`config.mk`:
```
export PLATFORM = sky130hd
export DESIGN_NAME = spi_regport
export DESIGN_NICKNAME = d
export VERILOG_FILES = /design/src/rtl/spi_regport_pkg.sv /design/src/rtl/spi_rx_frontend.sv /design/src/rtl/spi_tx_shifter.sv /design/src/rtl/spi_frame_ctrl.sv /design/src/rtl/spi_reg_bank.sv /design/src/rtl/spi_regport.sv
export SDC_FILE = /design/constraint.sdc
export NUM_CORES = 1
export LEC_CHECK = 0
export BUFFER_PORTS_ARGS = -buffer_cell sky130_fd_sc_hd__buf_2
export CORE_ASPECT_RATIO = 1.25
export CORE_MARGIN = 2
export CORE_UTILIZATION = 50
export CTS_CLUSTER_DIAMETER = 150
export DETAILED_ROUTE_END_ITERATION = 8
export GPL_TIMING_DRIVEN = 0
export PLACE_DENSITY = 0.8
export SLEW_MARGIN = 10
export SYNTH_ARGS = -nofsm -noshare
export SYNTH_HDL_FRONTEND = slang
export SYNTH_SLANG_ARGS = --single-unit
```
`constraint.sdc`:
```
create_clock -name clk -period 2.8 [get_ports clk]
set_input_delay 0.42 -clock clk [delete_from_list [all_inputs] [get_ports clk]]
set_output_delay 0.42 -clock clk [all_outputs]
set_load 0.02 [all_outputs]
```
`src/rtl/spi_regport_pkg.sv`:
```
package spi_regport_pkg;

    localparam int FRAME_BITS = 16;
    localparam int ADDR_W     = 6;
    localparam int BYTE_W     = 8;
    localparam int WORD_W     = 16;
    localparam int DATA_W     = 14;
    localparam int CNT_W      = $clog2(FRAME_BITS + 1);
    localparam int WIDX_W     = ADDR_W - 1;

    typedef logic [WORD_W-1:0] word_t;

    // decoded command, reserved bit already dropped
    typedef struct packed {
        logic              wr;
        logic [ADDR_W-1:0] addr;
        logic [BYTE_W-1:0] data;
    } frame_t;

    typedef enum logic [1:0] {
        RG_NONE,
        RG_OUT,
        RG_STAT,
        RG_CFG
    } region_e;

    function automatic region_e region_of(
        input logic [ADDR_W-1:0] a,
        input int                n_out,
        input int                stat_w,
        input int                cfg_b,
        input int                n_cfg
    );
        int w;
        w = int'(a[ADDR_W-1:1]);
        if (w < n_out)                        return RG_OUT;
        if (w == stat_w)                      return RG_STAT;
        if ((w >= cfg_b) && (w < cfg_b + n_cfg)) return RG_CFG;
        return RG_NONE;
    endfunction

    function automatic word_t tag_word(
        input logic              nd,
        input logic              ea,
        input logic [DATA_W-1:0] d
    );
        return {nd, ea, d};
    endfunction

endpackage

```
`src/rtl/spi_rx_frontend.sv`:
```
module spi_rx_frontend
    import spi_regport_pkg::*;
#(
    parameter int SYNC_STAGES = 2
) (
    input  logic   clk,
    input  logic   rst,
    input  logic   sclk_i,
    input  logic   cs_n_i,
    input  logic   mosi_i,
    output logic   cs_fall_o,
    output logic   sclk_fall_o,
    output logic   frame_done_o,
    output frame_t frame_o,
    output logic   abort_o
);

    logic [SYNC_STAGES-1:0] sclk_q, cs_q, mosi_q;
    logic                   sclk_d, cs_d;
    logic                   sclk_s, cs_s, mosi_s;
    logic                   active, sclk_rise, cs_rise;
    logic [CNT_W-1:0]       cnt_q;
    logic [FRAME_BITS-1:0]  sh_q;
    logic                   done_q, abort_q;

    assign sclk_s = sclk_q[SYNC_STAGES-1];
    assign cs_s   = cs_q[SYNC_STAGES-1];
    assign mosi_s = mosi_q[SYNC_STAGES-1];

    always_ff @(posedge clk) begin
        if (rst) begin
            sclk_q <= '1;
            cs_q   <= '1;
            mosi_q <= '0;
            sclk_d <= 1'b1;
            cs_d   <= 1'b1;
        end else begin
            sclk_q <= {sclk_q[SYNC_STAGES-2:0], sclk_i};
            cs_q   <= {cs_q[SYNC_STAGES-2:0], cs_n_i};
            mosi_q <= {mosi_q[SYNC_STAGES-2:0], mosi_i};
            sclk_d <= sclk_s;
            cs_d   <= cs_s;
        end
    end

    assign active      = ~cs_s;
    assign sclk_rise   = active & sclk_s & ~sclk_d;
    assign sclk_fall_o = active & ~sclk_s & sclk_d;
    assign cs_fall_o   = ~cs_s & cs_d;
    assign cs_rise     = cs_s & ~cs_d;

    always_ff @(posedge clk) begin
        if (rst) begin
            cnt_q   <= '0;
            sh_q    <= '0;
            done_q  <= 1'b0;
            abort_q <= 1'b0;
        end else begin
            done_q  <= 1'b0;
            abort_q <= 1'b0;
            if (cs_fall_o) begin
                cnt_q <= '0;
            end else if (sclk_rise && (cnt_q != CNT_W'(FRAME_BITS))) begin
                sh_q  <= {sh_q[FRAME_BITS-2:0], mosi_s};
                cnt_q <= cnt_q + 1'b1;
                if (cnt_q == CNT_W'(FRAME_BITS - 1)) begin
                    done_q <= 1'b1;
                end
            end
            if (cs_rise && (cnt_q != CNT_W'(FRAME_BITS))) begin
                abort_q <= 1'b1;
            end
        end
    end

    assign frame_done_o = done_q;
    assign abort_o      = abort_q;
    assign frame_o      = '{wr:   sh_q[FRAME_BITS-1],
                            addr: sh_q[ADDR_W+BYTE_W-1:BYTE_W],
                            data: sh_q[BYTE_W-1:0]};

endmodule

```
`src/rtl/spi_tx_shifter.sv`:
```
module spi_tx_shifter
    import spi_regport_pkg::*;
(
    input  logic  clk,
    input  logic  rst,
    input  logic  cs_fall_i,
    input  logic  sclk_fall_i,
    input  word_t load_word_i,
    output logic  miso_o
);

    word_t sh_q;
    logic  miso_q;

    always_ff @(posedge clk) begin
        if (rst) begin
            sh_q   <= '0;
            miso_q <= 1'b0;
        end else if (cs_fall_i) begin
            sh_q <= load_word_i;
        end else if (sclk_fall_i) begin
            miso_q <= sh_q[WORD_W-1];
            sh_q   <= {sh_q[WORD_W-2:0], 1'b0};
        end
    end

    assign miso_o = miso_q;

endmodule

```
`src/rtl/spi_frame_ctrl.sv`:
```
module spi_frame_ctrl
    import spi_regport_pkg::*;
(
    input  logic              clk,
    input  logic              rst,
    input  logic              frame_done_i,
    input  frame_t            frame_i,
    input  logic              cs_fall_i,
    input  word_t             rd_data_i,
    output logic              wr_stb_o,
    output logic [ADDR_W-1:0] wr_addr_o,
    output logic [BYTE_W-1:0] wr_data_o,
    output logic              rd_stb_o,
    output logic [ADDR_W-1:0] rd_addr_o,
    output word_t             tx_word_o
);

    word_t tx_q;

    assign wr_stb_o  = frame_done_i & frame_i.wr;
    assign rd_stb_o  = frame_done_i & ~frame_i.wr;
    assign wr_addr_o = frame_i.addr;
    assign wr_data_o = frame_i.data;
    assign rd_addr_o = frame_i.addr;

    // the pending answer is consumed by each new frame
    always_ff @(posedge clk) begin
        if (rst) begin
            tx_q <= '0;
        end else if (cs_fall_i) begin
            tx_q <= '0;
        end else if (rd_stb_o) begin
            tx_q <= rd_data_i;
        end
    end

    assign tx_word_o = tx_q;

endmodule

```
`src/rtl/spi_reg_bank.sv`:
```
module spi_reg_bank
    import spi_regport_pkg::*;
#(
    parameter int                 NUM_OUT      = 4,
    parameter int                 NUM_CFG      = 4,
    parameter int                 STAT_WORD    = 8,
    parameter int                 CFG_BASE     = 16,
    parameter logic [NUM_OUT-1:0] NARROW_MASK  = 4'b1000,
    parameter int                 SPI_FAIL_BIT = 3
) (
    input  logic                        clk,
    input  logic                        rst,
    input  logic                        smp_valid_i,
    input  logic [NUM_OUT*DATA_W-1:0]   smp_data_i,
    input  word_t                       status_set_i,
    input  logic                        spi_fail_i,
    input  logic                        wr_stb_i,
    input  logic [ADDR_W-1:0]           wr_addr_i,
    input  logic [BYTE_W-1:0]           wr_data_i,
    input  logic                        rd_stb_i,
    input  logic [ADDR_W-1:0]           rd_addr_i,
    output word_t                       rd_data_o,
    output logic [NUM_CFG*WORD_W-1:0]   cfg_o,
    output logic                        nd_o,
    output word_t                       status_o
);

    function automatic logic [NUM_OUT*DATA_W-1:0] build_keep();
        logic [NUM_OUT*DATA_W-1:0] r;
        for (int i = 0; i < NUM_OUT; i++) begin
            if (NARROW_MASK[i]) r[i*DATA_W +: DATA_W] = {2'b00, {(DATA_W-2){1'b1}}};
            else                r[i*DATA_W +: DATA_W] = '1;
        end
        return r;
    endfunction

    localparam logic [NUM_OUT*DATA_W-1:0] KEEP      = build_keep();
    localparam word_t                     FAIL_MASK = word_t'(1) << SPI_FAIL_BIT;

    logic [NUM_OUT*DATA_W-1:0] out_q;
    logic                      nd_q;
    word_t                     stat_q;
    word_t                     cfg_q    [NUM_CFG];
    word_t                     out_word [NUM_OUT];
    logic                      ea;
    region_e                   rd_rg, wr_rg;
    logic [WIDX_W-1:0]         rd_w, wr_w;
    logic                      rd_out, rd_stat;

    assign rd_w    = rd_addr_i[ADDR_W-1:1];
    assign wr_w    = wr_addr_i[ADDR_W-1:1];
    assign rd_rg   = region_of(rd_addr_i, NUM_OUT, STAT_WORD, CFG_BASE, NUM_CFG);
    assign wr_rg   = region_of(wr_addr_i, NUM_OUT, STAT_WORD, CFG_BASE, NUM_CFG);
    assign rd_out  = rd_stb_i && (rd_rg == RG_OUT);
    assign rd_stat = rd_stb_i && (rd_rg == RG_STAT);
    assign ea      = |stat_q;

    // sampled output words
    always_ff @(posedge clk) begin
        if (rst)              out_q <= '0;
        else if (smp_valid_i) out_q <= smp_data_i & KEEP;
    end

    for (genvar g = 0; g < NUM_OUT; g++) begin : g_out
        assign out_word[g] = tag_word(nd_q, ea, out_q[g*DATA_W +: DATA_W]);
    end

    // shared new-data flag, sample has priority over the clearing read
    always_ff @(posedge clk) begin
        if (rst)              nd_q <= 1'b0;
        else if (smp_valid_i) nd_q <= 1'b1;
        else if (rd_out)      nd_q <= 1'b0;
    end

    // sticky status, new flags win over the clearing read
    always_ff @(posedge clk) begin
        if (rst) begin
            stat_q <= '0;
        end else begin
            stat_q <= (rd_stat ? word_t'(0) : stat_q)
                    | (smp_valid_i ? status_set_i : word_t'(0))
                    | (spi_fail_i ? FAIL_MASK : word_t'(0));
        end
    end

    // byte-granular configuration storage
    always_ff @(posedge clk) begin
        if (rst) begin
            for (int i = 0; i < NUM_CFG; i++) cfg_q[i] <= '0;
        end else if (wr_stb_i && (wr_rg == RG_CFG)) begin
            for (int i = 0; i < NUM_CFG; i++) begin
                if (wr_w == WIDX_W'(CFG_BASE + i)) begin
                    if (wr_addr_i[0]) cfg_q[i][WORD_W-1:BYTE_W] <= wr_data_i;
                    else              cfg_q[i][BYTE_W-1:0]      <= wr_data_i;
                end
            end
        end
    end

    for (genvar g = 0; g < NUM_CFG; g++) begin : g_cfg
        assign cfg_o[g*WORD_W +: WORD_W] = cfg_q[g];
    end

    // read path
    always_comb begin
        rd_data_o = '0;
        unique case (rd_rg)
            RG_OUT: begin
                for (int i = 0; i < NUM_OUT; i++) begin
                    if (rd_w == WIDX_W'(i)) rd_data_o = out_word[i];
                end
            end
            RG_STAT: rd_data_o = stat_q;
            RG_CFG: begin
                for (int i = 0; i < NUM_CFG; i++) begin
                    if (rd_w == WIDX_W'(CFG_BASE + i)) rd_data_o = cfg_q[i];
                end
            end
            default: rd_data_o = '0;
        endcase
    end

    assign nd_o     = nd_q;
    assign status_o = stat_q;

endmodule

```
`src/rtl/spi_regport.sv`:
```
module spi_regport
    import spi_regport_pkg::*;
#(
    parameter int                 NUM_OUT      = 4,
    parameter int                 NUM_CFG      = 4,
    parameter int                 STAT_WORD    = 8,
    parameter int                 CFG_BASE     = 16,
    parameter logic [NUM_OUT-1:0] NARROW_MASK  = 4'b1000,
    parameter int                 SPI_FAIL_BIT = 3,
    parameter int                 SYNC_STAGES  = 2
) (
    input  logic                      clk,
    input  logic                      rst,
    input  logic                      sclk_i,
    input  logic                      cs_n_i,
    input  logic                      mosi_i,
    output logic                      miso_o,
    input  logic                      smp_valid_i,
    input  logic [NUM_OUT*DATA_W-1:0] smp_data_i,
    input  logic [WORD_W-1:0]         status_set_i,
    output logic [NUM_CFG*WORD_W-1:0] cfg_o
);

    logic              cs_fall, sclk_fall, frame_done, abort_pulse;
    frame_t            frame;
    logic              wr_stb, rd_stb;
    logic [ADDR_W-1:0] wr_addr, rd_addr;
    logic [BYTE_W-1:0] wr_data;
    word_t             rd_data, tx_word, status_word;
    logic              nd_flag;

    spi_rx_frontend #(
        .SYNC_STAGES (SYNC_STAGES)
    ) u_rx (
        .clk          (clk),
        .rst          (rst),
        .sclk_i       (sclk_i),
        .cs_n_i       (cs_n_i),
        .mosi_i       (mosi_i),
        .cs_fall_o    (cs_fall),
        .sclk_fall_o  (sclk_fall),
        .frame_done_o (frame_done),
        .frame_o      (frame),
        .abort_o      (abort_pulse)
    );

    spi_frame_ctrl u_ctrl (
        .clk          (clk),
        .rst          (rst),
        .frame_done_i (frame_done),
        .frame_i      (frame),
        .cs_fall_i    (cs_fall),
        .rd_data_i    (rd_data),
        .wr_stb_o     (wr_stb),
        .wr_addr_o    (wr_addr),
        .wr_data_o    (wr_data),
        .rd_stb_o     (rd_stb),
        .rd_addr_o    (rd_addr),
        .tx_word_o    (tx_word)
    );

    spi_reg_bank #(
        .NUM_OUT      (NUM_OUT),
        .NUM_CFG      (NUM_CFG),
        .STAT_WORD    (STAT_WORD),
        .CFG_BASE     (CFG_BASE),
        .NARROW_MASK  (NARROW_MASK),
        .SPI_FAIL_BIT (SPI_FAIL_BIT)
    ) u_bank (
        .clk          (clk),
        .rst          (rst),
        .smp_valid_i  (smp_valid_i),
        .smp_data_i   (smp_data_i),
        .status_set_i (status_set_i),
        .spi_fail_i   (abort_pulse),
        .wr_stb_i     (wr_stb),
        .wr_addr_i    (wr_addr),
        .wr_data_i    (wr_data),
        .rd_stb_i     (rd_stb),
        .rd_addr_i    (rd_addr),
        .rd_data_o    (rd_data),
        .cfg_o        (cfg_o),
        .nd_o         (nd_flag),
        .status_o     (status_word)
    );

    spi_tx_shifter u_tx (
        .clk          (clk),
        .rst          (rst),
        .cs_fall_i    (cs_fall),
        .sclk_fall_i  (sclk_fall),
        .load_word_i  (tx_word),
        .miso_o       (miso_o)
    );

endmodule

```
==> results of run 1 <==
==> kinds of logic (layout without fill, tap and decap cells) <==
| kind of cell | after synthesis | count (layout) | share of synthesized area |
|---|---|---|---|
| AND/OR/NAND/NOR | 249 | 249 | 0.164 |
| flip-flops | 199 | 199 | 0.552 |
| multiplexers | 112 | 112 | 0.163 |
| AO/OA/AOI/OAI | 93 | 93 | 0.0847 |
| buffers and inverters | 53 | 224 | 0.0288 |
| adder cells (fa/ha/maj) | 3 | 3 | 0.00448 |
| XOR/XNOR | 3 | 3 | 0.00314 |
==> worst register-to-register path, stage by stage (launching register included) <==
cell and delay (ns):
dfxtp_1 0.31, buf_2 0.19, nor3b_4 0.46, nand4_2 0.31
o21ai_1 0.81
==> timing repair <==
action	4_1_cts	5_1_grt
gates cloned	0	0
setup endpoints to repair	8	16
pin swaps	0	0
resized for setup	1	2
==> worst paths after layout <==
| path | end | slack (ns) | from |
|---|---|---|---|
| setup / recovery | u_bank.cfg_q[0][14]$_SDFFCE_PN0P_ | 0.35 | u_rx.sh_q[13]$_SDFFE_PP0P_ |
| hold reg to reg | u_rx.cs_q[1]$_SDFF_PP1_ | 0.41 | u_rx.cs_q[0]$_SDFF_PP1_ |
| setup reg to reg | u_bank.cfg_q[0][14]$_SDFFCE_PN0P_ | 0.35 | u_rx.sh_q[13]$_SDFFE_PP0P_ |
| hold / removal | u_rx.sclk_q[0]$_SDFF_PP1_ | 0.17 | sclk_i |
==> cell usage after synthesis, types with 7 or more instances <==
master	number
a222oi_1	15
and2_1	64
nand2_1	9
mux2i_1	71
dfxtp_1	135
nor2b_1	7
o21ai_0	9
nor2_2	10
mux2_2	24
or2_2	7
nand3_1	17
mux4_2	17
a22oi_1	27
nor2_1	100
a221o_1	11
buf_2	12
edfxtp_1	64
clkbuf_1	29
nor3_2	9
a21oi_1	13
==> routing by layer <==
layer,vias up,GRT usage,part of all wire
met4,0,0.101,0.029
met1,3055,0.321,0.39
met3,48,0.0449,0.065
li1,2929,-,-
met5,-,0,0
met2,269,0.453,0.51
==> power by group through the flow <==
stage          logic (W)  registers, W  clock network [W]
6_report        0.000448       0.00316            0.00235
5_1_grt         0.000478       0.00317            0.00247
4_1_cts         0.000448       0.00316            0.00234
3_3_place_gp    0.000438       0.00322                  0
3_5_place_dp    0.000445       0.00322                  0
2_1_floorplan   0.000204       0.00326                  0
==> registers in the layout, indices dropped and copies added, names as in the netlist, 2 cells and up <==
| register | flops |
|---|---|
| u_rx.mosi_q | 2 |
| u_tx.sh_q | 16 |
| u_rx.sh_q | 16 |
| u_bank.cfg_q | 64 |
| u_rx.cnt_q | 5 |
| u_bank.status_o | 16 |
| u_ctrl.tx_word_o | 16 |
| u_bank.out_q | 54 |
| u_rx.cs_q | 2 |
| u_rx.sclk_q | 2 |
==> metrics by stage <==
| step | setup TNS (ns) | cells | instance area (um^2) | hold WS, ns |
|---|---|---|---|---|
| 2_1_floorplan | 0 | 712 | 8380 | 0.389 |
| 3_3_place_gp | 0 | 1067 | 9340 | 0.397 |
| 3_5_place_dp | -0.108 | 1067 | 9340 | 0.395 |
| 4_1_cts | 0 | 1099 | 9900 | 0.170 |
| 5_1_grt | 0 | 1099 | 9900 | 0.168 |
| 6_report | 0 | 1099 | 9900 | 0.171 |
==> cell type report <==
| type | instances | area [um^2] |
|---|---|---|
| Clock buffer | 20 | 468 |
| Sequential cell | 199 | 4620 |
| Timing Repair Buffer | 139 | 696 |
| Multi-Input combinational cell | 460 | 3510 |
| Inverter | 5 | 18.8 |
| Buffer | 48 | 223 |
| Clock inverter | 12 | 87.6 |
| Fill cell | 1330 | 6430 |
| Tap cell | 216 | 270 |
==> impl_table.tex, run 1 <==
\begin{tabular}{lr}
\hline
Metric & Value \\
\hline
\multicolumn{2}{l}{\textbf{Outcome}} \\
\quad Result of the run & finished, final reports clean \\
\multicolumn{2}{l}{\textbf{Worst setup path}} \\
\quad Launching element type of the critical path & flip-flop \\
\quad Category of cells accounting for the largest share of critical-path delay & compound AO/OA/AOI/OAI gates \\
\quad Required time of the critical path & 2.87 ns \\
\quad CP peak stage delay & 0.81 ns \\
\quad Number of cells on the critical path & 4 \\
\quad Data arrival time of the critical path & 2.52 ns \\
\quad Cell at the slowest stage of the critical path & o21ai\_1 \\
\quad Register-to-Register Path Depth & 4 \\
\quad Largest fanout on the critical path & 9 \\
\quad Number of buffer and inverter stages on the critical path & 1 \\
\quad Ordered cell list for the critical path & buf\_2 -> nor3b\_4 -> nand4\_2 -> o21ai\_1 \\
\quad Type of the setup path with the least slack & flip-flop to flip-flop \\
\quad Crit path capture type & flip-flop \\
\multicolumn{2}{l}{\textbf{Finish}} \\
\quad Most frequent standard cell in the layout excluding fill and tap cells & buf\_2 \\
\quad Layout Nets & 951 \\
\quad Share of post-route cells with drive strength above 1 & 0.294 \\
\quad Core Util, Final & 0.606 \\
\quad Total inserted antenna cells & 0 \\
\quad Commonest non-fill, non-tap cells in the layout & buf\_2, dfxtp\_1, nor2\_1, mux2i\_1 \\
\quad Layout-stage area growth over the synthesis result & 18.2\% \\
\multicolumn{2}{l}{\textbf{Hold path}} \\
\quad Hold Path Cell Cnt & 2 \\
\quad Worst hold-check path type & input port to flip-flop \\
\multicolumn{2}{l}{\textbf{Clocking}} \\
\quad Clock tree from TritonCTS & yes \\
\quad CTS root buffer & clkbuf\_16 \\
\quad Htree depth & 4 \\
\quad CTS Hold Bufs & 0 \\
\quad Clock Path Buffers & 2 \\
\quad Insertion delay to the later sink of the worst-skew pair & 0.45 ns \\
\quad Post-CTS setup-driven buffer insertion count & 0 \\
\quad Clock slew at the register clock pins of the worst setup and hold paths & 0.07 ns \\
\quad CTS sink count & 199 \\
\quad CTS buffer count & 17 \\
\multicolumn{2}{l}{\textbf{Detailed routing}} \\
\quad Post-detailed-route via-to-cell ratio & 5.73 \\
\quad Drt total wl & 22800 um \\
\quad Count of antenna-violating nets left after detailed routing & 0 \\
\quad Number of detailed-route iterations in the first pass & 7 \\
\quad Starting DRC count in detailed routing & 436 \\
\quad Detailed-route wire length per cell & 20.8 um \\
\quad Via count & 6301 \\
\quad DRC violations left & 0 \\
\multicolumn{2}{l}{\textbf{Power and ir drop}} \\
\quad Comb pwr share & 0.075 \\
\quad Relative contribution of the clock network to total power & 0.394 \\
\quad Internal Dissipation & 0.00449 W \\
\quad Sw frac & 0.246 \\
\quad Lkg Pwr & 3.90 nW \\
\quad Power Total & 0.00596 W \\
\quad Sequential share of power & 0.531 \\
\quad Reported net switching power & 0.00147 W \\
\quad Worst vdd rail ir drop & 0.420 mV \\
\quad Total power per unit cell area & 602 nW/um\^{}2 \\
\multicolumn{2}{l}{\textbf{Synth}} \\
\quad Mean instance size in the synthesized netlist & 11.8 um\^{}2 \\
\quad Post-synth design cell area & 8380 um\^{}2 \\
\quad Cell type with the largest total area after synthesis & dfxtp\_1 \\
\quad Share of synthesized area occupied by flip-flops and latches & 0.552 \\
\quad Synth Register Bits & 199 \\
\quad Share of synthesized registers carrying an async set or reset & 0 \\
\quad Yosys warns & 0 \\
\quad Top cells by area in the synthesized netlist & dfxtp\_1, edfxtp\_1, mux2i\_1 \\
\quad Total nets after synthesis & 793 \\
\quad Most instantiated flip-flop cell in the synthesis netlist & dfxtp\_1 \\
\quad Distinct cell type count of the synthesized netlist & 54 \\
\quad Top-area cell type share of the netlist area & 0.323 \\
\quad Post-synth EDFFs & 64 \\
\quad Synthesized netlist cell count & 712 \\
\multicolumn{2}{l}{\textbf{Timing}} \\
\quad Final Setup Violations & 0 \\
\quad Pins Over Slew Limit & 0 \\
\quad Unrepaired setup endpoints after global routing & no \\
\quad Fin crit period & 2.45 ns \\
\quad Max Clk Rate & 408 MHz \\
\quad Slew at the pin closest to its max-slew limit & 0.932 ns \\
\quad Count of final hold-check violations & 0 \\
\quad Slack of the critical path & 0.349 ns \\
\quad Relative slew margins & 0.375 \\
\quad Share of the cycle needed by the critical path after routing & 0.876 \\
\quad Setup clock skew after layout & 0.0115 ns \\
\multicolumn{2}{l}{\textbf{Floorplan}} \\
\quad Initial Util & 0.513 \\
\quad Chip width & 120 um \\
\quad Count of boundary I/O pins & 143 \\
\quad Cell row count & 52 \\
\quad Vertical die dimension & 149 um \\
\quad DIE AREA & 17800 um\^{}2 \\
\quad Core area & 16300 um\^{}2 \\
\multicolumn{2}{l}{\textbf{GRT}} \\
\quad GRT Residual Overflow & 0 \\
\quad GRT Resource Usage Total & 0.260 \\
\quad Number of antenna violations at the first check in global routing & 0 \\
\quad Number of global-route vias before repair & 6164 \\
\quad Maximum number of pins on one net before global-route repair & 19 \\
\quad Global-route wire length before repair & 34600 um \\
\multicolumn{2}{l}{\textbf{Place}} \\
\quad Quantity of I/O buffers inserted on ports & 139 \\
\quad Setup slack at placement & -0.0141 ns \\
\quad Detailed-placement wirelength estimate & 16500 um \\
\quad Routability congestion estimate & 0.826 \\
\multicolumn{2}{l}{\textbf{Job}} \\
\quad \# Max-Cap Violations & 0 \\
\hline
\end{tabular}
Power figures use the tool's default switching activity.
==> inputs of run 2 (changes only) <==
--- a/config.mk
+++ b/config.mk
@@ -6,6 +6,7 @@
 export NUM_CORES = 1
 export LEC_CHECK = 0
 export BUFFER_PORTS_ARGS = -buffer_cell sky130_fd_sc_hd__buf_2
+export CAP_MARGIN = 15
 export CORE_ASPECT_RATIO = 1.25
 export CORE_MARGIN = 2
 export CORE_UTILIZATION = 50
@@ -13,6 +14,7 @@
 export DETAILED_ROUTE_END_ITERATION = 8
 export GPL_TIMING_DRIVEN = 0
 export PLACE_DENSITY = 0.8
+export RECOVER_POWER = 50
 export SLEW_MARGIN = 10
 export SYNTH_ARGS = -nofsm -noshare
 export SYNTH_HDL_FRONTEND = slang
==> impl_table.tex, run 2 (synthesized netlist as in run 1, its figures left out) <==
\begin{tabular}{lr}
\hline
Metric & Value \\
\hline
\multicolumn{2}{l}{\textbf{Detailed routing}} \\
\quad Number of detailed-route iterations in the first pass & 8 (+1) \\
\quad Detailed-route wire length per cell & 20.6 um (-1.0\%) \\
\quad Via count & 6373 (+1.1\%) \\
\quad Drt total wl & 22700 um (-0.64\%) \\
\quad Starting DRC count in detailed routing & 464 (+6.4\%) \\
\quad DRC violations left & 0 (unchanged) \\
\quad Post-detailed-route via-to-cell ratio & 5.78 (+0.78\%) \\
\quad Count of antenna-violating nets left after detailed routing & 0 (unchanged) \\
\multicolumn{2}{l}{\textbf{Worst setup path}} \\
\quad Type of the setup path with the least slack & flip-flop to flip-flop \\
\quad Data arrival time of the critical path & 2.69 ns (+0.17 ns) \\
\quad Launching element type of the critical path & flip-flop \\
\quad Crit path capture type & flip-flop \\
\quad Register-to-Register Path Depth & 5 (+1) \\
\quad Required time of the critical path & 2.95 ns (+0.08 ns) \\
\quad Largest fanout on the critical path & 10 (+1) \\
\multicolumn{2}{l}{\textbf{Clocking}} \\
\quad Insertion delay to the later sink of the worst-skew pair & 0.44 ns (about the same) \\
\quad CTS root buffer & clkbuf\_16 \\
\quad Htree depth & 4 (unchanged) \\
\quad CTS Hold Bufs & 0 (unchanged) \\
\quad Post-CTS setup-driven buffer insertion count & 0 (unchanged) \\
\quad CTS buffer count & 17 (unchanged) \\
\quad Quantity of gates resized following cts & 0 (-1) \\
\quad Clock tree from TritonCTS & yes \\
\quad CTS sink count & 199 (unchanged) \\
\quad Clock slew at the register clock pins of the worst setup and hold paths & 0.07 ns (about the same) \\
\quad Clock Path Buffers & 2 (unchanged) \\
\multicolumn{2}{l}{\textbf{Timing}} \\
\quad Setup clock skew after layout & 0.00872 ns (-0.00282 ns) \\
\quad Count of final hold-check violations & 0 (unchanged) \\
\quad Fin Hold WS & 0.168 ns (-0.00328 ns) \\
\quad Pins Over Slew Limit & 0 (unchanged) \\
\quad Max Clk Rate & 394 MHz (-3.3\%) \\
\quad Unrepaired setup endpoints after global routing & no \\
\quad Relative slew margins & 0.375 (+0.000764) \\
\quad Final Setup Violations & 0 (unchanged) \\
\quad Slew at the pin closest to its max-slew limit & 0.930 ns (-0.00205 ns) \\
\quad Fin crit period & 2.54 ns (+0.0839 ns) \\
\quad Share of the cycle needed by the critical path after routing & 0.905 (+0.0299) \\
\quad Setup TNS & 0 ns (unchanged) \\
\multicolumn{2}{l}{\textbf{Place}} \\
\quad Detailed-placement wirelength estimate & 16600 um (+0.20\%) \\
\quad Cell total after placement & 1069 (+0.19\%) \\
\quad Quantity of I/O buffers inserted on ports & 139 (unchanged) \\
\quad Routability congestion estimate & 0.826 (unchanged) \\
\multicolumn{2}{l}{\textbf{Power and ir drop}} \\
\quad Power Total & 0.00595 W (-0.20\%) \\
\quad Lkg Pwr & 3.72 nW (-4.4\%) \\
\quad Worst vdd rail ir drop & 0.431 mV (+2.7\%) \\
\quad Total power per unit cell area & 605 nW/um\^{}2 (+0.60\%) \\
\multicolumn{2}{l}{\textbf{GRT}} \\
\quad Maximum number of pins on one net before global-route repair & 19 (unchanged) \\
\quad Global-route wire length before repair & 34600 um (about the same) \\
\quad GRT Resource Usage Total & 0.260 (about the same) \\
\quad Number of antenna violations at the first check in global routing & 0 (unchanged) \\
\quad GRT Residual Overflow & 0 (unchanged) \\
\quad Number of global-route vias before repair & 6109 (-0.89\%) \\
\multicolumn{2}{l}{\textbf{Hold path}} \\
\quad Hold Path Cell Cnt & 2 (unchanged) \\
\quad Worst hold-check path type & input port to flip-flop \\
\multicolumn{2}{l}{\textbf{Finish}} \\
\quad Flip-flop count of the largest register, all copies and words added & 64 (unchanged) \\
\quad Layout Nets & 955 (+0.42\%) \\
\quad Share of post-route cells with drive strength above 1 & 0.218 (-0.0769) \\
\quad Commonest non-fill, non-tap cells in the layout & dfxtp\_1, nor2\_1, clkbuf\_1, buf\_2, mux2i\_1 \\
\quad Register containing the most flip-flops in the final layout & u\_bank.cfg\_q \\
\quad Total inserted antenna cells & 0 (unchanged) \\
\quad Layout Cells excl Fill & 1103 (+0.36\%) \\
\quad Layout-stage area growth over the synthesis result & 17.2\% \\
\quad Largest registers & u\_bank.cfg\_q (64), u\_bank.out\_q (54) \\
\quad Most frequent standard cell in the layout excluding fill and tap cells & dfxtp\_1 \\
\multicolumn{2}{l}{\textbf{Floorplan}} \\
\quad Chip width & 120 um (unchanged) \\
\quad Count of boundary I/O pins & 143 (unchanged) \\
\quad Initial Util & 0.513 (unchanged) \\
\quad DIE AREA & 17800 um\^{}2 (unchanged) \\
\quad Vertical die dimension & 149 um (unchanged) \\
\quad Core area & 16300 um\^{}2 (unchanged) \\
\quad Cell row count & 52 (unchanged) \\
\multicolumn{2}{l}{\textbf{Outcome}} \\
\quad Result of the run & finished, final reports clean \\
\multicolumn{2}{l}{\textbf{Job}} \\
\quad \# Max-Cap Violations & 0 (unchanged) \\
\hline
\end{tabular}
-- run 2: final timing paths --
| check | to | startpoint | slack, ns |
|---|---|---|---|
| max reg2reg | u_bank.cfg_q[0][44]$_SDFFCE_PN0P_ | u_rx.sh_q[10]$_SDFFE_PP0P_ | 0.26 |
| min reg2reg | u_rx.cs_q[1]$_SDFF_PP1_ | u_rx.cs_q[0]$_SDFF_PP1_ | 0.42 |
| min | u_rx.sclk_q[0]$_SDFF_PP1_ | sclk_i | 0.17 |
| max | u_bank.cfg_q[0][44]$_SDFFCE_PN0P_ | u_rx.sh_q[10]$_SDFFE_PP0P_ | 0.26 |
-- run 2: through the flow --
step | util | area, um^2 | setup WS, ns
2_1_floorplan | - | 8380 | 0.656
3_3_place_gp | 0.572 | 9340 | 0.0239
3_5_place_dp | 0.573 | 9350 | 0.0808
4_1_cts | 0.607 | 9910 | 0.0552
5_1_grt | 0.601 | 9820 | 0.120
6_report | 0.601 | 9820 | 0.265
-- run 2: report_power, final --
group	internal, W	total, W	switching, W	leakage (nW)
Combinational	0.000166	0.000437	0.000271	1.74
Sequential	0.00309	0.00316	0.0000769	1.71
Clock	0.00123	0.00234	0.00112	0.274
-- run 2: layout make-up --
cell class | instances | area (um^2)
clock inverters | 12 | 90.1
inverters | 5 | 18.8
plain buffers | 48 | 214
multi-input cells | 460 | 3500
flip-flops and latches | 199 | 4620
fillers | 1377 | 6510
repair buffers | 143 | 633
well taps | 216 | 270
clock buffers | 20 | 468
-- run 2: per-layer routing --
metal / track usage / vias to the layer above / wire length, um
met5: 0 / - / 0
met4: 0.115 / 0 / 761
met3: 0.0452 / 55 / 1560
met2: 0.448 / 274 / 11500
met1: 0.320 / 3119 / 8820
li1: - / 2925 / -
-- run 2: worst max-delay path: stages (launching register included) --
cell and delay (ns):
dfxtp_1 0.42, buf_2 0.31, buf_2 0.35, nand3b_1 0.24, o21ai_0 0.61, buf_2 0.31
==> inputs of run 3 (changes only) <==
--- a/config.mk
+++ b/config.mk
@@ -7,13 +7,15 @@
 export LEC_CHECK = 0
 export BUFFER_PORTS_ARGS = -buffer_cell sky130_fd_sc_hd__buf_2
 export CAP_MARGIN = 15
+export CELL_PAD_IN_SITES_DETAIL_PLACEMENT = 1
+export CELL_PAD_IN_SITES_GLOBAL_PLACEMENT = 1
 export CORE_ASPECT_RATIO = 1.25
 export CORE_MARGIN = 2
-export CORE_UTILIZATION = 50
+export CORE_UTILIZATION = 45
 export CTS_CLUSTER_DIAMETER = 150
 export DETAILED_ROUTE_END_ITERATION = 8
 export GPL_TIMING_DRIVEN = 0
-export PLACE_DENSITY = 0.8
+export PLACE_DENSITY = 0.88
 export RECOVER_POWER = 50
 export SLEW_MARGIN = 10
 export SYNTH_ARGS = -nofsm -noshare
==> impl_table.tex, run 3 (synthesized netlist as in run 1, its figures left out) <==
\begin{tabular}{lr}
\hline
Metric & Value \\
\hline
\multicolumn{2}{l}{\textbf{Finish}} \\
\quad Cell area after layout & 9870 um\^{}2 (+0.51\%) \\
\quad Commonest non-fill, non-tap cells in the layout & dfxtp\_1, nor2\_1, clkbuf\_1, buf\_2, mux2i\_1 \\
\quad Layout-stage area growth over the synthesis result & 17.8\% \\
\quad Largest registers & u\_bank.cfg\_q (64), u\_bank.out\_q (54) \\
\quad Layout Nets & 954 (-0.10\%) \\
\quad Total inserted antenna cells & 0 (unchanged) \\
\quad Share of post-route cells with drive strength above 1 & 0.217 (-0.000883) \\
\quad Layout Cells excl Fill & 1114 (+1.0\%) \\
\quad Most frequent standard cell in the layout excluding fill and tap cells & dfxtp\_1 \\
\quad Register containing the most flip-flops in the final layout & u\_bank.cfg\_q \\
\quad Fillers & 2018 (+47\%) \\
\quad Core Util, Final & 0.543 (-0.0580) \\
\quad Flip-flop count of the largest register, all copies and words added & 64 (unchanged) \\
\multicolumn{2}{l}{\textbf{Power and ir drop}} \\
\quad Worst vdd rail ir drop & 0.440 mV (+2.1\%) \\
\quad Total power per unit cell area & 624 nW/um\^{}2 (+3.1\%) \\
\quad Power Total & 0.00616 W (+3.6\%) \\
\quad Lkg Pwr & 3.74 nW (+0.46\%) \\
\multicolumn{2}{l}{\textbf{Detailed routing}} \\
\quad Met1 wire length & 10500 um (+19\%) \\
\quad Drt total wl & 26900 um (+18\%) \\
\quad Via count & 6536 (+2.6\%) \\
\quad Post-detailed-route via-to-cell ratio & 5.87 (+1.5\%) \\
\quad Detail Route met2 WL & 14000 um (+22\%) \\
\quad DRC violations left & 0 (unchanged) \\
\quad Detailed-route wire length per cell & 24.1 um (+17\%) \\
\quad Number of detailed-route iterations in the first pass & 5 (-3) \\
\quad Count of antenna-violating nets left after detailed routing & 0 (unchanged) \\
\quad Wire length on met3 & 1230 um (-21\%) \\
\quad Starting DRC count in detailed routing & 528 (+14\%) \\
\quad Highest routed metal layer & met4 \\
\multicolumn{2}{l}{\textbf{Place}} \\
\quad Quantity of I/O buffers inserted on ports & 139 (unchanged) \\
\quad Routability congestion estimate & 0.878 (+6.2\%) \\
\quad Detailed-placement wirelength estimate & 19400 um (+17\%) \\
\quad DP Area & 9370 um\^{}2 (+0.21\%) \\
\quad Cell total after placement & 1082 (+1.2\%) \\
\multicolumn{2}{l}{\textbf{Worst setup path}} \\
\quad Critical Path Most Common Cell & buf\_2 \\
\quad Type of the setup path with the least slack & flip-flop to flip-flop \\
\quad CP peak stage delay & 0.63 ns (+0.02 ns) \\
\quad Crit path capture type & flip-flop \\
\quad Largest fanout on the critical path & 10 (unchanged) \\
\quad Cell at the slowest stage of the critical path & o21ai\_0 \\
\quad Launching element type of the critical path & flip-flop \\
\quad Data arrival time of the critical path & 2.77 ns (+0.08 ns) \\
\quad Required time of the critical path & 2.95 ns (about the same) \\
\quad Ordered cell list for the critical path & buf\_2 -> buf\_2 -> nand3\_1 -> o21ai\_0 -> buf\_2 \\
\multicolumn{2}{l}{\textbf{Clocking}} \\
\quad CTS Hold Bufs & 0 (unchanged) \\
\quad Htree depth & 4 (unchanged) \\
\quad Insertion delay to the later sink of the worst-skew pair & 0.45 ns (about the same) \\
\quad CTS sink count & 199 (unchanged) \\
\quad Clock slew at the register clock pins of the worst setup and hold paths & 0.07 ns (about the same) \\
\quad Clock Path Buffers & 2 (unchanged) \\
\quad CTS root buffer & clkbuf\_16 \\
\quad Post-CTS setup-driven buffer insertion count & 0 (unchanged) \\
\quad Clock tree from TritonCTS & yes \\
\quad CTS buffer count & 17 (unchanged) \\
\multicolumn{2}{l}{\textbf{GRT}} \\
\quad Global-route wire length before repair & 41100 um (+19\%) \\
\quad Number of global-route vias before repair & 6929 (+13\%) \\
\quad GRT Residual Overflow & 0 (unchanged) \\
\quad Number of antenna violations at the first check in global routing & 0 (unchanged) \\
\quad GRT Resource Usage Total & 0.277 (+0.0167) \\
\quad Maximum number of pins on one net before global-route repair & 18 (-1) \\
\multicolumn{2}{l}{\textbf{Timing}} \\
\quad Fin crit period & 2.63 ns (+0.0907 ns) \\
\quad Share of the cycle needed by the critical path after routing & 0.938 (+0.0324) \\
\quad Slew at the pin closest to its max-slew limit & 0.970 ns (+0.0398 ns) \\
\quad Max Clk Rate & 381 MHz (-3.5\%) \\
\quad Relative slew margins & 0.352 (-0.0231) \\
\quad Fin Hold WS & 0.154 ns (-0.0136 ns) \\
\quad Pins Over Slew Limit & 0 (unchanged) \\
\quad Setup clock skew after layout & 0.00908 ns (+0.000362 ns) \\
\quad Final Setup Violations & 0 (unchanged) \\
\quad Count of final hold-check violations & 0 (unchanged) \\
\quad Unrepaired setup endpoints after global routing & no \\
\multicolumn{2}{l}{\textbf{Floorplan}} \\
\quad DIE AREA & 19700 um\^{}2 (+11\%) \\
\quad Core area & 18200 um\^{}2 (+11\%) \\
\quad Cell row count & 55 (+5.8\%) \\
\quad Vertical die dimension & 157 um (+5.3\%) \\
\quad Chip width & 126 um (+5.2\%) \\
\quad Initial Util & 0.461 (-0.0519) \\
\quad Count of boundary I/O pins & 143 (unchanged) \\
\multicolumn{2}{l}{\textbf{Outcome}} \\
\quad Result of the run & finished, final reports clean \\
\multicolumn{2}{l}{\textbf{Hold path}} \\
\quad Worst hold-check path type & input port to flip-flop \\
\multicolumn{2}{l}{\textbf{Job}} \\
\quad \# Max-Cap Violations & 0 (unchanged) \\
\hline
\end{tabular}
-- run 3: cell types whose count changed in the layout (fill, tap and decap cells not counted), sizes merged --
cell,previous run,this run
buf,93,92
clkbuf,118,119
inv,10,9
bufinv,0,2
clkinvlp,2,1
clkinv,5,4
-- run 3: metrics by stage --
stage	TNS, ns	setup WS [ns]
final	0	0.174
after floorplan	0	0.656
after CTS	0	0.0250
after global routing	0	0.111
after detailed placement	-0.546	-0.0475
after global placement	0	0.0720
-- run 3: cell type report --
class                   instances  area, um^2  area share
flip-flops and latches        199        4620       0.469
multi-input cells             460        3500       0.355
repair buffers                142         628      0.0636
clock buffers                  21         482      0.0488
well taps                     228         285      0.0289
plain buffers                  48         214      0.0217
clock inverters                11         118      0.0119
inverters                       5        18.8     0.00190
-- run 3: power breakdown --
part | switching (W) | total [W] | internal (W) | leakage [nW]
clock | 0.00112 | 0.00254 | 0.00142 | 0.300
sequential | 0.0000840 | 0.00317 | 0.00309 | 1.71
combinational | 0.000284 | 0.000451 | 0.000166 | 1.73
-- run 3: path summary, 6_finish.rpt --
kind	cells after the start	slack (ns)	endpoint	start
setup / recovery	5	0.17	u_bank.cfg_q[0][60]$_SDFFCE_PN0P_	u_rx.sh_q[10]$_SDFFE_PP0P_
hold / removal	2	0.15	u_rx.cs_q[0]$_SDFF_PP1_	cs_n_i
setup reg to reg	5	0.17	u_bank.cfg_q[0][60]$_SDFFCE_PN0P_	u_rx.sh_q[10]$_SDFFE_PP0P_
hold reg to reg	1	0.41	u_rx.sclk_q[1]$_SDFF_PP1_	u_rx.sclk_q[0]$_SDFF_PP1_
-- run 3: repair_timing --
item,4_1_cts,5_1_grt
endpoints found under the setup margin,30,3
gates cloned,0,0
gates resized for setup,4,1
-- run 3: per-layer routing --
metal / vias to the layer above / GRT usage
li1: 2920 / -
met1: 3339 / 0.326
met2: 217 / 0.486
met3: 60 / 0.0557
met4: 0 / 0.126
met5: - / 0
-- run 3: critical path, delay by kind of cell, from the launching register on --
family / cells / cell delay [ns]
AOI/OAI and AO/OA: 1 / 0.63
buffers and inverters: 3 / 1.00
DFF: 1 / 0.42
and+or+nand+nor: 1 / 0.26
